[src/rtl/usb_rx_pkg.sv]
package usb_rx_pkg;
  typedef enum logic [1:0] {
    ST_HUNT  = 2'd0,
    ST_RECV  = 2'd1,
    ST_DRAIN = 2'd2
  } rx_state_e;

  localparam int          BYTE_W     = 8;
  localparam int          WORD_W     = 2 * BYTE_W;
  localparam logic [1:0]  KIND_TOKEN = 2'b01;
  localparam logic [1:0]  KIND_DATA  = 2'b11;
  localparam logic [4:0]  C5_POLY    = 5'b00101;
  localparam logic [4:0]  C5_RESID   = 5'b01100;
  localparam logic [15:0] C16_POLY   = 16'h8005;
  localparam logic [15:0] C16_RESID  = 16'h800D;
endpackage

[src/rtl/urx_line_decode.sv]
module urx_line_decode #(
  parameter int RUN = 6
) (
  input  logic clk,
  input  logic rst,
  input  logic restart,
  input  logic in_vld,
  input  logic in_lvl,
  input  logic count_en,
  output logic raw_bit,
  output logic dat_vld,
  output logic stuff_err
);
  localparam int CW = $clog2(RUN + 1);
  localparam logic [CW-1:0] RUN_MAX = CW'(RUN);

  logic          prev_q;
  logic [CW-1:0] ones_q;
  logic          at_stuff;

  assign raw_bit   = (in_lvl == prev_q);
  assign at_stuff  = count_en && (ones_q == RUN_MAX);
  assign dat_vld   = in_vld && count_en && !at_stuff;
  assign stuff_err = in_vld && at_stuff && raw_bit;

  always_ff @(posedge clk) begin
    if (rst || restart) begin
      prev_q <= 1'b1;
      ones_q <= '0;
    end else if (in_vld) begin
      prev_q <= in_lvl;
      if (!count_en || at_stuff || !raw_bit) ones_q <= '0;
      else                                   ones_q <= ones_q + 1'b1;
    end
  end
endmodule

[src/rtl/urx_sync_hunt.sv]
module urx_sync_hunt #(
  parameter int LEN = 8
) (
  input  logic clk,
  input  logic rst,
  input  logic clr,
  input  logic en,
  input  logic bit_vld,
  input  logic bit_in,
  output logic found
);
  localparam logic [LEN-1:0] PAT = LEN'(1);

  logic [LEN-1:0] sh_q;
  logic [LEN-1:0] nxt;

  assign nxt   = {sh_q[LEN-2:0], bit_in};
  assign found = en && bit_vld && (nxt == PAT);

  always_ff @(posedge clk) begin
    if (rst || clr)          sh_q <= '1;
    else if (en && bit_vld)  sh_q <= nxt;
  end
endmodule

[src/rtl/urx_crc_serial.sv]
module urx_crc_serial #(
  parameter int             W     = 5,
  parameter logic [W-1:0]   POLY  = '0,
  parameter logic [W-1:0]   RESID = '0
) (
  input  logic clk,
  input  logic rst,
  input  logic clr,
  input  logic en,
  input  logic bit_in,
  output logic ok
);
  logic [W-1:0] crc_q;
  logic         fb;

  assign fb = bit_in ^ crc_q[W-1];
  assign ok = (crc_q == RESID);

  always_ff @(posedge clk) begin
    if (rst || clr) crc_q <= '1;
    else if (en)    crc_q <= {crc_q[W-2:0], 1'b0} ^ (fb ? POLY : '0);
  end
endmodule

[src/rtl/urx_word_pack.sv]
module urx_word_pack #(
  parameter int BW = 8,
  parameter int DW = 2 * BW,
  localparam int FW = $clog2(DW)
) (
  input  logic          clk,
  input  logic          rst,
  input  logic          clr,
  input  logic          bit_vld,
  input  logic          bit_in,
  input  logic          flush,
  output logic [DW-1:0] word_q,
  output logic          vld_q,
  output logic          half_q,
  output logic [FW-1:0] fill_q
);
  localparam logic [FW-1:0] LAST = FW'(DW - 1);
  localparam logic [FW-1:0] HALF = FW'(BW);

  logic [DW-1:0] acc_q;

  always_ff @(posedge clk) begin
    if (rst) begin
      acc_q  <= '0;
      word_q <= '0;
      vld_q  <= 1'b0;
      half_q <= 1'b0;
      fill_q <= '0;
    end else begin
      vld_q  <= 1'b0;
      half_q <= 1'b0;
      if (clr) begin
        fill_q <= '0;
      end else if (bit_vld) begin
        acc_q[fill_q] <= bit_in;
        if (fill_q == LAST) begin
          word_q <= {bit_in, acc_q[DW-2:0]};
          vld_q  <= 1'b1;
          fill_q <= '0;
        end else begin
          fill_q <= fill_q + 1'b1;
        end
      end else if (flush && fill_q == HALF) begin
        word_q <= {{(DW-BW){1'b0}}, acc_q[BW-1:0]};
        vld_q  <= 1'b1;
        half_q <= 1'b1;
        fill_q <= '0;
      end
    end
  end
endmodule

[src/rtl/usb_rx_deser.sv]
module usb_rx_deser
  import usb_rx_pkg::*;
#(
  parameter int STUFF_RUN = 6,
  parameter int SYNC_LEN  = 8
) (
  input  logic              clk,
  input  logic              rst,
  input  logic              bit_vld,
  input  logic              line_lvl,
  input  logic              eop,
  input  logic              crc_en,
  output logic              rx_active,
  output logic              word_vld,
  output logic [WORD_W-1:0] word_data,
  output logic              word_half,
  output logic              rx_err,
  output logic              crc_err
);
  localparam int FW = $clog2(WORD_W);
  localparam int PW = $clog2(BYTE_W + 1);
  localparam logic [PW-1:0] PID_DONE = PW'(BYTE_W);
  localparam logic [FW-1:0] FILL_MID = FW'(BYTE_W);

  rx_state_e      state_q;
  logic           recv;
  logic           raw_bit, dat_vld, stuff_err, sync_found;
  logic [7:0]     pid_q;
  logic [PW-1:0]  pid_cnt_q;
  logic           pid_full;
  logic           c5_ok, c16_ok, crc_step;
  logic [FW-1:0]  fill;
  logic           aligned, flush, check_fail;

  assign recv     = (state_q == ST_RECV);
  assign pid_full = (pid_cnt_q == PID_DONE);
  assign crc_step = dat_vld && pid_full;
  assign aligned  = (fill == '0) || (fill == FILL_MID);
  assign flush    = recv && eop && aligned;

  urx_line_decode #(.RUN(STUFF_RUN)) u_dec (
    .clk(clk), .rst(rst), .restart(eop), .in_vld(bit_vld), .in_lvl(line_lvl),
    .count_en(recv), .raw_bit(raw_bit), .dat_vld(dat_vld), .stuff_err(stuff_err)
  );

  urx_sync_hunt #(.LEN(SYNC_LEN)) u_hunt (
    .clk(clk), .rst(rst), .clr(eop), .en(state_q == ST_HUNT),
    .bit_vld(bit_vld), .bit_in(raw_bit), .found(sync_found)
  );

  urx_crc_serial #(.W(5), .POLY(C5_POLY), .RESID(C5_RESID)) u_crc5 (
    .clk(clk), .rst(rst), .clr(sync_found), .en(crc_step), .bit_in(raw_bit), .ok(c5_ok)
  );

  urx_crc_serial #(.W(16), .POLY(C16_POLY), .RESID(C16_RESID)) u_crc16 (
    .clk(clk), .rst(rst), .clr(sync_found), .en(crc_step), .bit_in(raw_bit), .ok(c16_ok)
  );

  urx_word_pack #(.BW(BYTE_W), .DW(WORD_W)) u_pack (
    .clk(clk), .rst(rst), .clr(sync_found), .bit_vld(dat_vld), .bit_in(raw_bit),
    .flush(flush), .word_q(word_data), .vld_q(word_vld), .half_q(word_half), .fill_q(fill)
  );

  always_comb begin
    check_fail = 1'b0;
    if (crc_en && pid_full) begin
      if (pid_q[1:0] == KIND_TOKEN)     check_fail = !c5_ok;
      else if (pid_q[1:0] == KIND_DATA) check_fail = !c16_ok;
    end
  end

  always_ff @(posedge clk) begin
    if (rst) begin
      state_q   <= ST_HUNT;
      rx_active <= 1'b0;
      rx_err    <= 1'b0;
      crc_err   <= 1'b0;
      pid_q     <= '0;
      pid_cnt_q <= '0;
    end else begin
      rx_err  <= 1'b0;
      crc_err <= 1'b0;
      unique case (state_q)
        ST_HUNT: begin
          if (sync_found) begin
            state_q   <= ST_RECV;
            rx_active <= 1'b1;
            pid_cnt_q <= '0;
          end
        end
        ST_RECV: begin
          if (eop) begin
            state_q   <= ST_HUNT;
            rx_active <= 1'b0;
            if (!aligned) rx_err  <= 1'b1;
            else          crc_err <= check_fail;
          end else if (stuff_err) begin
            state_q   <= ST_DRAIN;
            rx_active <= 1'b0;
            rx_err    <= 1'b1;
          end else if (dat_vld && !pid_full) begin
            pid_q     <= {raw_bit, pid_q[7:1]};
            pid_cnt_q <= pid_cnt_q + 1'b1;
          end
        end
        ST_DRAIN: begin
          if (eop) state_q <= ST_HUNT;
        end
        default: state_q <= ST_HUNT;
      endcase
    end
  end
endmodule

[config.mk]
export PLATFORM = sky130hd
export DESIGN_NAME = usb_rx_deser
export DESIGN_NICKNAME = d
export VERILOG_FILES = /design/src/rtl/usb_rx_pkg.sv /design/src/rtl/urx_line_decode.sv /design/src/rtl/urx_sync_hunt.sv /design/src/rtl/urx_crc_serial.sv /design/src/rtl/urx_word_pack.sv /design/src/rtl/usb_rx_deser.sv
export SDC_FILE = /design/constraint.sdc
export NUM_CORES = 1
export LEC_CHECK = 0
export ABC_AREA = 1
export BUFFER_PORTS_ARGS = -buffer_cell sky130_fd_sc_hd__buf_2
export CAP_MARGIN = 20
export CORE_AREA = 2 2 101 79
export CTS_BUF_LIST = sky130_fd_sc_hd__clkbuf_8 sky130_fd_sc_hd__clkbuf_16
export CTS_CLUSTER_SIZE = 8
export DETAILED_ROUTE_END_ITERATION = 16
export DIE_AREA = 0 0 103 81
export PLACE_DENSITY = 0.73
export SYNTH_ARGS = -nofsm -noshare
export SYNTH_HDL_FRONTEND = slang
export SYNTH_SLANG_ARGS = --single-unit
[constraint.sdc]
create_clock -name clk -period 1.87 [get_ports clk]
set_input_delay 0.374 -clock clk [delete_from_list [all_inputs] [get_ports clk]]
set_output_delay 0.374 -clock clk [all_outputs]
set_load 0.02 [all_outputs]
Word level (Yosys, flattened, before mapping)
Cells that the tools add are included.
{"block": "word_totals", "regBits": 87, "latchBits": 0, "ramBits": 0, "romBits": 0, "inputBits": 6, "out_inout_bits": 21, "elab_cells": 123, "n_memories": 0}
{"block": "op_classes", "n_addsub": 3, "multipliers": 0, "div_mod_pow": 0, "magnitude_cmp": 2, "n_eq_ne": 19, "shift": 0, "n_mux": 34, "bitwise": 10, "reduce_logical": 39}
{"cell": "2-to-1 mux 16 bit", "count": 4}
{"cell": "2-to-1 mux 4 bit", "count": 7}
{"cell": "bitwise mux 16 bit", "count": 1}
{"cell": "equality test 16 bit, second input constant", "count": 1}
{"cell": "bitwise XOR 16 bit", "count": 1}
{"cell": "logical AND 1 bit", "count": 14}
{"cell": "equality test 4 bit, second input constant", "count": 3}
{"cell": "2-to-1 mux 1 bit", "count": 12}
{"cell": "AND reduction 3 bit", "count": 3}
{"cell": "adder 4 x 1 -> 4 bit, second input constant", "count": 2}
{"cell": "equality test 8 x 1 -> 1 bit, second input constant", "count": 1}
{"cell": "2-to-1 mux 2 bit", "count": 4}
{"cell": "one-hot mux 4 bit (2 select lines)", "count": 1}
{"cell": "logical NOT 1 bit", "count": 6}
{"cell": "2-to-1 mux 3 bit", "count": 2}
{"cell": "!= test 2 x 1 -> 1 bit, second input constant", "count": 3}
{"cell": "!= test 2 bit, second input constant", "count": 3}
{"cell": "NOT 1 bit", "count": 6}
{"cell": "one-hot mux 2 bit (3 select lines)", "count": 1}
{"cell": "equality test 5 x 4 -> 1 bit, second input constant", "count": 1}
{"cell": "logical OR 1 bit", "count": 5}
{"cell": "less-than comparator 4 x 5 -> 1 bit, second input constant", "count": 1}
{"cell": "AND reduction 5 bit", "count": 1}
{"cell": "OR reduction 5 bit", "count": 1}
{"cell": "18 further kinds", "count": 23}

Depth between registers and ports, before layout
Gate-level depths: netlist of the first run.
{"block": "depth", "word_depth": 9, "mapped_depth": 12}

Modules after synthesis
From an unflattened synthesis of the first run, not the netlist that was laid out.
{"block": "unflattened", "cells_unflattened": 517, "hier_area_um2": 3877.5}
{"mod": "urx_word_pack", "n_inst": 1, "cells_per_inst": 211, "area_each_um2": 1570.3, "seq_area_each_um2": 740.7}
{"mod": "usb_rx_deser", "n_inst": 1, "cells_per_inst": 111, "area_each_um2": 790.8, "seq_area_each_um2": 340.3}
{"mod": "urx_crc_serial (u_crc16)", "n_inst": 1, "cells_per_inst": 92, "area_each_um2": 770.7, "seq_area_each_um2": 320.3}
{"mod": "urx_sync_hunt", "n_inst": 1, "cells_per_inst": 37, "area_each_um2": 271.5, "seq_area_each_um2": 140.1}
{"mod": "urx_line_decode", "n_inst": 1, "cells_per_inst": 35, "area_each_um2": 249.0, "seq_area_each_um2": 80.1}
{"mod": "urx_crc_serial (u_crc5)", "n_inst": 1, "cells_per_inst": 31, "area_each_um2": 225.2, "seq_area_each_um2": 100.1}

Worst setup path after synthesis of the first run
OpenSTA, ideal clock, no wires.
{"block": "synth_path", "path_type": "flip-flop to flip-flop", "from": "register u_dec.ones_q[0]", "to": "register u_crc5.crc_q[2]", "setup_ps": 119, "arrival_ps": 1388, "t_required_ps": 1751, "setup_slack_ps": 362, "stages_incl_launch_ff": 12, "path_buffers": 1, "cell_sequence": "dfxtp_1 -> inv_1 -> ha_1 -> nand2_1 -> inv_1 -> nor2_8 -> inv_4 -> nor2_4 -> inv_2 -> buf_2 -> a21oi_1 -> o21ai_1"}
{"block": "synth_between", "elab_chain_cells": 5}
{"element": "start: declaration", "line_no": "urx_line_decode.sv:18", "rtl": "logic [CW-1:0] ones_q;"}
{"element": "start signal: assignment", "line_no": "urx_line_decode.sv:33", "rtl": "else ones_q <= ones_q + 1'b1;"}
{"element": "equality test 3 bit", "line_no": "urx_line_decode.sv:22", "rtl": "assign at_stuff = count_en && (ones_q == RUN_MAX);"}
{"element": "logical AND 1 bit", "line_no": "urx_line_decode.sv:22"}
{"element": "logical NOT 1 bit", "line_no": "urx_line_decode.sv:23", "rtl": "assign dat_vld = in_vld && count_en && !at_stuff;"}
{"element": "logical AND 1 bit", "line_no": "urx_line_decode.sv:23"}
{"element": "logical AND 1 bit", "line_no": "usb_rx_deser.sv:37", "rtl": "assign crc_step = dat_vld && pid_full;"}
{"element": "end signal: assignment", "line_no": "urx_crc_serial.sv:21", "rtl": "else if (en) crc_q <= {crc_q[W-2:0], 1'b0} ^ (fb ? POLY : '0);"}
{"element": "end: declaration", "line_no": "urx_crc_serial.sv:13", "rtl": "logic [W-1:0] crc_q;"}
No other way between the ends.
A chain may end at the register's enable or synchronous reset.

Worst setup path in the final report of the first run
{"block": "layout_path", "from": "register u_dec.ones_q[0]", "to": "register pid_q[2]"}
{"block": "layout_between", "elab_chain_cells": 6, "word_cells_on_any_way": 9}
{"element": "equality test 3 bit (*)", "line_no": "urx_line_decode.sv:22"}
{"element": "logical AND 1 bit (*)", "line_no": "urx_line_decode.sv:22"}
{"element": "logical NOT 1 bit / logical AND 1 bit (equally long branches)", "line_no": "urx_line_decode.sv:23, urx_line_decode.sv:24"}
{"element": "logical AND 1 bit, on equally long branches", "line_no": "urx_line_decode.sv:23, urx_line_decode.sv:24"}
{"element": "logical AND 1 bit / NOT 1 bit (equally long branches)"}
{"element": "AND reduction 4 bit (no source line) (*)"}
{"element": "end signal: assignment", "line_no": "usb_rx_deser.sv:102", "rtl": "pid_q <= {raw_bit, pid_q[7:1]};"}
{"element": "end: declaration", "line_no": "usb_rx_deser.sv:28", "rtl": "logic [7:0] pid_q;"}
Every way passes the cells marked *; elsewhere a longest branch is shown, timed or not.

==> results.toml, run 1 <==
[clocking]
post_cts_buffers = 0
cts_sinks = 86
cts_buffer_depth = 2
clk_pin_slew_ns = 0.08
cts_tree = "done"
numCtsBuffers = 9
cts_hold_buf = 0
clock-root-buffer = "clkbuf_8"
insertion_delay_ns = 0.35
htree_levels = 3
cts-resized-gates = 0

[timing]
final_hold_viol_count = 0
finalMaxSlewViolations = 0
post-route-min-period_ns = 1.68
finClkSkew_ns = 0.00604
fin_crit_sh_pct = 89.7
setup_tns_ns = 0
grt_setup_unrepaired = "false"
hold-worst-slack_ns = 0.279
max_clock_freq_mhz = 596
tightest_slew_ns = 0.422
finalSetupViolations = 0
relSlewSlack_pct = 71.9

[worst_setup_path]
arrival_ns = 1.91
r2r_end = "pid_q[2]$_SDFFE_PP0P_"
crit_slowest_cell = "dfxtp_1"
path_buf_inv = 2
critical_path.top_delay_family = "simple AND/OR/NAND/NOR gates"
rr_worst_depth = 9
critPathKind = "reg2reg"
setup.worst_path.end_class = "flop"
crit_chain = "inv_1 -> ha_1 -> nand2_1 -> inv_1 -> nor2_8 -> nand2_2 -> nand3b_1 -> nand2_1 -> a21oi_1"
r2r_start = "u_dec.ones_q[0]$_SDFFE_PP0P_"
ff2ff_setup_slack_ns = 0.19
startpoint_type = "flop"
crit_required_ns = 2.10
cp_max_fo = 8
max_stage_delay_ns = 0.35

[route]
routed_wl_um = 7540
dr.pass1.iters = 4
drc_errors = 0
drtIter0Drc = 145
vias_per_cell = 4.96
vias = 3041
ant_nets = 0
post_drt_wl_per_cell_um = 12.3

[placed_design]
hpwl_um = 5370
place_congestion = 0.831
io_buffers = 26

[floorplanning]
ioPinCount = 27
start_util_pct = 48.0
fp.dieH_um = 81
die_w_um = 103
rows = 28
die-area_um2 = 8340
core_area_um2 = 7500

[final_layout]
area_growth_pct = 12.1
drive_above_1_share_pct = 15.2
nFillCells = 768
diodes = 0
finalCoreUtilization_pct = 53.8
fin_nets = 517

[run]
drv_cap = 0

[power]
power_density_nw_per_um2 = 805
ir_worst_vdd_mv = 0.332
p_leak_nw = 1.75

[global_route]
grt_max_degree = 23
grt_util_all_layers_pct = 19.6
grt_first_pass_wirelength_um = 12600
antenna_found_initial = 0
gr-total-overflow = 0
first_global_vias = 2715

[synth]
synth_nets = 489
yosysWarnings = 0
seq_area_frac_synth_pct = 47.9
synth_cell_type_count = 33
netlist_area_um2 = 3600
syn_inst = 475
ys_ff_latch = 86
avgSynthCellArea_um2 = 7.57

[worst_hold_path]
worst_hold_startpoint = "rst"
hold_path_end = "pid_q[0]$_SDFFE_PP0P_"
hold_class = "in2reg"
holdPathStages = 2

[status]
status = "complete, no violations"
[flip-flops by register name, indices dropped and copies added, names as in the netlist, 2 cells and up]
register / cells
u_pack.acc_q: 15
u_dec.ones_q: 3
state_q: 2
u_pack.word_q: 16
u_pack.fill_q: 4
pid_q: 8
pid_cnt_q: 4
u_crc16.crc_q: 16
u_crc5.crc_q: 5
u_hunt.sh_q: 7
[cell type report]
type / count / area, um^2 / share of cell area, %
Tap cell: 105 / 131 / 3.26
Timing Repair Buffer: 32 / 175 / 4.35
Sequential cell: 86 / 1720 / 42.7
Multi-Input combinational cell: 329 / 1620 / 40.3
Inverter: 45 / 179 / 4.44
Clock buffer: 10 / 138 / 3.42
Clock inverter: 6 / 61.3 / 1.52
[routing by layer]
| metal | vias to the layer above | wire length (um) | track usage [%] |
|---|---|---|---|
| li1 | 1593 | - | - |
| met1 | 1389 | 3770 | 26.7 |
| met2 | 48 | 3350 | 30.8 |
| met3 | 11 | 315 | 5.68 |
| met4 | 0 | 104 | 4.47 |
| met5 | - | 0 | 0 |
[cells by family after synthesis]
logic type | Yosys count | share of synthesized area [%]
buffers and inverters | 60 | 7.17
flip-flops | 86 | 47.9
adder cells (fa/ha/maj) | 8 | 2.78
XOR/XNOR | 4 | 0.974
AND/OR/NAND/NOR | 226 | 28.3
AO/OA/AOI/OAI | 91 | 12.9
[layout by cell type (no fill, tap or decap), types with 6 or more instances in the layout]
master,n
a21oi_1,52
nand4_1,7
buf_2,26
nand2_2,6
o21ai_0,29
nor2_2,7
nand3_1,31
ha_1,8
nand2_1,108
dfxtp_1,86
buf_4,6
inv_1,39
o21ai_1,6
nor2_1,49
clkbuf_8,10
[power by group]
group	switching (mW)	total [mW]	internal, mW
Sequential	0.00400	1.84	1.84
Combinational	0.0763	0.106	0.0296
Clock	0.649	1.30	0.652
[cell usage after synthesis (all sizes together)]
master	instances	area, um^2
a21oi	53	269
xnor2	1	8.76
o21ai	35	175
clkbuf	5	18.8
ha	8	100
dfxtp	86	1720
nand2	116	465
inv	45	174
xor2	3	26.3
nand3	33	175
nor2	59	263
o211ai	2	15.0
buf	10	65.1
or2	3	18.8
nand3b	2	15.0
nor4	2	12.5
o22ai	1	6.26
nor3b	1	7.51
nand4	7	43.8
nor3	3	15.0
[stage by stage]
stage	worst slack, ns	power [mW]	area (um^2)	cells
CTS	0.146	3.27	4020	613
global route	0.00494	3.37	4030	613
global placement	0.213	1.99	3820	597
floorplan	0.362	1.95	3600	475
detailed placement	0.164	1.99	3820	597
finish	0.193	3.25	4030	613
[worst max-delay path by stage]
| stage | from | end | slack [ns] | cells after the start |
|---|---|---|---|---|
| final | u_dec.ones_q[0]$_SDFFE_PP0P_ | pid_q[2]$_SDFFE_PP0P_ | 0.19 | 9 |
| after global routing | u_dec.ones_q[0]$_SDFFE_PP0P_ | pid_q[2]$_SDFFE_PP0P_ | 0.005 | 9 |
| after floorplan | u_dec.ones_q[0]$_SDFFE_PP0P_ | u_crc5.crc_q[2]$_SDFFE_PP1P_ | 0.36 | 11 |
| after global placement | u_dec.ones_q[0]$_SDFFE_PP0P_ | u_pack.acc_q[12]$_SDFFE_PP0P_ | 0.21 | 10 |
| after detailed placement | u_dec.ones_q[0]$_SDFFE_PP0P_ | u_pack.acc_q[12]$_SDFFE_PP0P_ | 0.16 | 10 |
| after CTS | u_dec.ones_q[0]$_SDFFE_PP0P_ | u_pack.acc_q[12]$_SDFFE_PP0P_ | 0.15 | 10 |
Note: power is estimated with default switching activity, not from simulation.
==> run 2, diff against run 1 <==
--- a/config.mk
+++ b/config.mk
@@ -5,14 +5,13 @@
 export SDC_FILE = /design/constraint.sdc
 export NUM_CORES = 1
 export LEC_CHECK = 0
-export ABC_AREA = 1
 export BUFFER_PORTS_ARGS = -buffer_cell sky130_fd_sc_hd__buf_2
 export CAP_MARGIN = 20
-export CORE_AREA = 2 2 101 79
+export CORE_AREA = 2 2 102 79
 export CTS_BUF_LIST = sky130_fd_sc_hd__clkbuf_8 sky130_fd_sc_hd__clkbuf_16
 export CTS_CLUSTER_SIZE = 8
 export DETAILED_ROUTE_END_ITERATION = 16
-export DIE_AREA = 0 0 103 81
+export DIE_AREA = 0 0 104 81
 export PLACE_DENSITY = 0.73
 export SYNTH_ARGS = -nofsm -noshare
 export SYNTH_HDL_FRONTEND = slang
==> run 2 against run 1 <==
  * Synthesized area up 0.31%
  * Worst hold slack worse by 0.018 ns
  * Largest cell class is now multi-input combinational cells
  * Critical path type unchanged
  * Sequential cell count unchanged
  * Critical endpoint is now pid_cnt_q[1]$_SDFFE_PP0P_
  * Wire length down 1.2%
  * Sequential power about the same
  * Critical path depth down 2
  * Worst setup slack worse by 0.18 ns
  * Via count down 2.7%
==> results.toml, run 2 <==
[floorplanning]
die-area_um2 = 8420
rows = 28
fp.dieH_um = 81
core_area_um2 = 7570
ioPinCount = 27
die_w_um = 104
start_util_pct = 47.7

[clocking]
cts_hold_buf = 0
htree_levels = 3
cts_sinks = 86
cts_tree = "done"
clock-root-buffer = "clkbuf_8"
cts_buffer_depth = 2
numCtsBuffers = 9
clk_pin_slew_ns = 0.08
insertion_delay_ns = 0.36

[worst_setup_path]
crit_chain = "inv_2 -> ha_4 -> a21bo_1 -> or4_4 -> buf_6 -> a21o_1 -> a21oi_1"
crit_required_ns = 2.16
cp_max_fo = 13
arrival_ns = 2.15
crit_slowest_cell = "or4_4"
max_stage_delay_ns = 0.56
setup.worst_path.end_class = "flop"
critPathKind = "reg2reg"
startpoint_type = "flop"

[final_layout]
seqCellArea_um2 = 1730
fin_cells = 565
fin_nets = 469
diodes = 0
biggestRegsByFlops = "u_crc16.crc_q x16, u_pack.word_q x16, u_pack.acc_q x15"
area_growth_pct = 18.3
final_area_um2 = 4270
layout_commonest_cell = "nand2_1"
drive_above_1_share_pct = 18.3
multi_input_area_um2 = 1770
nFillCells = 681
final_cell_mix = "88 x nand2_1, 82 x dfxtp_1, 33 x nand3_1"

[worst_hold_path]
hold_class = "in2reg"

[synth]
synthFlopType = "dfxtp_1"
netlist_area_um2 = 3610
synth_area_leaders = "dfxtp_1 48%, nand2_1 9.2%, mux2i_1 6.7%"
seq_area_frac_synth_pct = 47.7
syn_inst = 412
yosysWarnings = 0
avgSynthCellArea_um2 = 8.76
yosys.cell_count.top_type = "nand2_1"
yosysTopAreaCellShare_pct = 47.7
synth_cell_type_count = 44
synthTopCellsByCount = "88 x nand2_1, 86 x dfxtp_1, 33 x nand3_1, 26 x nand2b_1, 24 x mux2i_1"
synth_nets = 426
ys_ff_latch = 86
async_reset_ff_share_pct = 0
synth_top_cell_by_area = "dfxtp_1"
synth_edf_count = 0

[timing]
max_clock_freq_mhz = 538
final_hold_viol_count = 0
post-route-min-period_ns = 1.86
grt_setup_unrepaired = "true"
setup_slack_ns = 0.00995
relSlewSlack_pct = 68.5
finalMaxSlewViolations = 0
tightest_slew_ns = 0.470
finClkSkew_ns = 0.0108
finalSetupViolations = 0
fin_crit_sh_pct = 99.5

[route]
dr.pass1.iters = 4
post_drt_wl_per_cell_um = 13.2
drtIter0Drc = 186
drc_errors = 0
routed_wl_um = 7450
ant_nets = 0
vias = 2960
vias_per_cell = 5.24

[global_route]
first_global_vias = 2701
use_met3_pct = 4.90
grt_first_pass_wirelength_um = 12300
grt_util_all_layers_pct = 18.2
grt_max_degree = 22
busiest_layer = "met2"
gr-total-overflow = 0
antenna_found_initial = 0
met1_usage_pct = 24.4
use_met2_pct = 28.6

[run]
drv_cap = 0

[placed_design]
hpwl_um = 5180
place_congestion = 0.800
post_dp_cell_area_um2 = 4000
dpl_worst_slack_ns = -0.00218
dp.cells = 548
io_buffers = 26

[power]
power_density_nw_per_um2 = 807
ir_worst_vdd_mv = 0.545
p_leak_nw = 1.81

[status]
status = "complete, no violations"
run 2: cell types whose count changed after synthesis, moves of 15 or more:
cell,delta
nor2_1,-39
a21oi_1,-34
nand2b_1,+26
inv_1,-25
o21ai_0,-25
mux2i_1,+24
nand2_1,-20
clkbuf_1,+15
run 2: cells by family (layout without fill, tap and decap cells):
family | after synthesis | after routing | synth area share, %
simple gates | 204 | 204 | 28.6
flops | 86 | 86 | 47.7
compound gates | 46 | 46 | 8.29
buf+inv | 36 | 84 | 3.92
mux | 25 | 25 | 6.97
fa+ha+maj | 8 | 8 | 2.77
xor+xnor | 7 | 7 | 1.70
run 2: area by class of cell:
class	count	share of cell area (%)
Multi-Input combinational cell	290	41.4
Clock inverter	6	2.17
Sequential cell	86	40.4
Tap cell	105	3.08
Inverter	13	1.14
Timing Repair Buffer	55	8.53
Clock buffer	10	3.22
run 2: critical path, delay by kind of cell (launching register included):
| kind | cells | cell delay [ns] |
|---|---|---|
| AO/OA/AOI/OAI | 3 | 0.51 |
| flip-flops | 1 | 0.35 |
| buffers and inverters | 2 | 0.22 |
| adder cells (fa/ha/maj) | 1 | 0.15 |
| AND/OR/NAND/NOR | 1 | 0.56 |
run 2: layer usage:
layer / wire length, um / vias to the layer above / share of wire (%)
met5: 0 / - / 0
met1: 3650 / 1392 / 49
li1: - / 1501 / -
met2: 3410 / 61 / 46
met3: 301 / 6 / 4.0
met4: 92 / 0 / 1.2
run 2: report_power, final:
part	internal [mW]	switching, mW	total (mW)
clock	0.798	0.681	1.48
sequential	1.84	0.00434	1.84
combinational	0.0501	0.0781	0.128
total	2.68	0.763	3.45
run 2: final timing paths:
kind / slack, ns / end / cells after the start / startpoint
worst max register to register: 0.01 / pid_cnt_q[1]$_SDFFE_PP0P_ / 7 / u_dec.ones_q[0]$_SDFFE_PP0P_
worst min-delay path: 0.26 / u_dec.prev_q$_SDFFE_PP1P_ / 3 / line_lvl
worst min register to register: 0.44 / pid_q[6]$_SDFFE_PP0P_ / 2 / pid_q[7]$_SDFFE_PP0P_
worst max-delay path: 0.01 / pid_cnt_q[1]$_SDFFE_PP0P_ / 7 / u_dec.ones_q[0]$_SDFFE_PP0P_
run 2: per-stage QoR:
stage	power (mW)	setup TNS, ns	hold WS (ns)	utilization [%]
floorplan	1.96	0	0.428	-
global placement	2.01	0	0.438	52.9
detailed placement	2.01	-0.00218	0.442	52.9
CTS	3.47	0	0.255	55.9
global route	3.55	-0.115	0.285	56.4
finish	3.45	0	0.260	56.4
run 2: repair_timing:
action | 4_1_cts | 5_1_grt
resized for setup | 0 | 9
buffers inserted | 0 | 1
endpoints found under the setup margin | 0 | 12
==> run 3, diff against run 2 <==
--- a/config.mk
+++ b/config.mk
@@ -12,7 +12,7 @@
 export CTS_CLUSTER_SIZE = 8
 export DETAILED_ROUTE_END_ITERATION = 16
 export DIE_AREA = 0 0 104 81
-export PLACE_DENSITY = 0.73
+export PLACE_DENSITY = 0.75
 export SYNTH_ARGS = -nofsm -noshare
 export SYNTH_HDL_FRONTEND = slang
 export SYNTH_SLANG_ARGS = --single-unit
==> constraint.sdc (replaced) <==
create_clock -name clk -period 1.7 [get_ports clk]
set_input_delay 0.34 -clock clk [delete_from_list [all_inputs] [get_ports clk]]
set_output_delay 0.34 -clock clk [all_outputs]
set_load 0.02 [all_outputs]
==> run 3 against run 2 <==
  * The run now ends with negative setup slack left
  * Critical path depth is the same
  * Wire length grew 4.5%
  * Worst setup slack worse by 0.093 ns
  * Sequential share of layout area fell by 1.5 points
  * Via count is 1.3% higher
  * Sequential power increased by 9.8%
  * Sequential cell count stayed put
  * Non-clock buffer count rose by 13
  * Combinational power is 16% higher
  * First-iteration DRC count is 13% lower
  * Clock power shrank 8%
  * Core utilization grew 2.1 points
  * Largest power group unchanged
  * Highest routed layer unchanged
==> results.toml, run 3 (synthesis gave the netlist of run 2 again) <==
[final_layout]
fin_cells = 578
multi_input_area_um2 = 1870
drive_above_1_share_pct = 23.5
seqCellArea_um2 = 1720
biggestRegsByFlops = "u_crc16.crc_q x16, u_pack.word_q x16, u_pack.acc_q x15"
fin_nets = 482
area_growth_pct = 22.8
layout_commonest_cell = "nand2_1"
final_cell_mix = "87 x nand2_1, 84 x dfxtp_1, 39 x buf_4"
diodes = 0
nFillCells = 684

[worst_setup_path]
setup.worst_path.end_class = "flop"
startpoint_type = "flop"
crit_chain = "inv_2 -> ha_4 -> a21bo_1 -> or4_4 -> buf_6 -> a21o_1 -> a21oi_1"
crit_required_ns = 2.00
max_stage_delay_ns = 0.52
critPathKind = "reg2reg"
crit_slowest_cell = "or4_4"
arrival_ns = 2.08
cp_max_fo = 13

[floorplanning]
fp.dieH_um = 81
rows = 28
die_w_um = 104
ioPinCount = 27
die-area_um2 = 8420
core_area_um2 = 7570
start_util_pct = 47.7

[timing]
fin_crit_sh_pct = 105
finalSetupViolations = 10
hold-worst-slack_ns = 0.244
max_clock_freq_mhz = 561
post-route-min-period_ns = 1.78
finClkSkew_ns = 0.0121
final_hold_viol_count = 0
finalMaxSlewViolations = 0
setup_tns_ns = -0.523
relSlewSlack_pct = 66.9
grt_setup_unrepaired = "true"
setup_slack_ns = -0.0833
tightest_slew_ns = 0.496

[route]
vias_per_cell = 5.19
ant_nets = 0
post_drt_wl_per_cell_um = 13.5
drc_errors = 0
routed_wl_um = 7790
drtIter0Drc = 161
dr.pass1.iters = 4
vias = 2997

[status]
violations = "negative setup slack"
status = "finished, violations left"

[power]
ir_worst_vdd_mv = 0.519
p_leak_nw = 1.87
power_density_nw_per_um2 = 798
p_total_mw = 3.53

[placed_design]
dpl_worst_slack_ns = -0.0953
dp.cells = 562
hpwl_um = 5440
place_congestion = 0.861
io_buffers = 26

[global_route]
grt_first_pass_wirelength_um = 13300
grt_util_all_layers_pct = 19.8
grt_max_degree = 27
first_global_vias = 2842
gr-total-overflow = 0
antenna_found_initial = 0

[clocking]
post_cts_buffers = 0
cts_tree = "done"
cts_hold_buf = 0
insertion_delay_ns = 0.37
htree_levels = 3
cts_buffer_depth = 2
clk_pin_slew_ns = 0.09
clock-root-buffer = "clkbuf_8"
numCtsBuffers = 9
cts_sinks = 86

[run]
drv_cap = 0

[worst_hold_path]
hold_class = "in2reg"
==> run 3: metal layers <==
layer  routed length [um]  vias up  share of wire (%)  track usage (%)
met3                  317       11                4.1             5.86
met1                 3810     1415                 49             26.5
met2                 3570       45                 46             31.3
met4                   94        0                1.2             5.81
met5                    0        -                  0                0
li1                     -     1526                  -                -
==> run 3: metrics by stage <==
stage / utilization, % / instance area [um^2]
final: 58.5 / 4430
after global routing: 58.5 / 4430
after CTS: 57.6 / 4360
after detailed placement: 54.6 / 4130
after global placement: 54.6 / 4130
after floorplan: - / 3640
==> run 3: worst paths after layout <==
kind	startpoint	end	slack, ns	cells past startpoint
min reg2reg	pid_q[7]$_SDFFE_PP0P_	pid_q[6]$_SDFFE_PP0P_	0.45	2
max	u_dec.ones_q[0]$_SDFFE_PP0P_	pid_cnt_q[1]$_SDFFE_PP0P_	-0.08	7
max reg2reg	u_dec.ones_q[0]$_SDFFE_PP0P_	pid_cnt_q[1]$_SDFFE_PP0P_	-0.08	7
min	line_lvl	u_dec.prev_q$_SDFFE_PP1P_	0.24	3
==> run 3: where the power goes <==
group	internal (mW)	switching, mW	total [mW]
Combinational	0.0565	0.0912	0.148
Clock	0.590	0.770	1.36
Sequential	2.02	0.00505	2.02
Total	2.67	0.866	3.53
==> run 3: what timing repair did <==
action | in CTS | in global routing
pin swaps | 1 | 0
endpoints found under the setup margin | 17 | 36
gates resized for setup | 8 | 12
==> run 3: cell type report <==
cell class,count,share of cell area [%]
inverter,13,1.10
tap,105,2.97
clock buffer,10,3.11
timing repair buffer,68,10.5
multi-input combinational,290,42.2
sequential,86,38.9
clock inverter,6,1.19
==> run 3: critical path: cells and delay by family, from the launching register on <==
family          cells  cell delay, ns
simple gates        1            0.52
flops               1            0.34
buf+inv             2            0.21
fa+ha+maj           1            0.16
compound gates      3            0.49
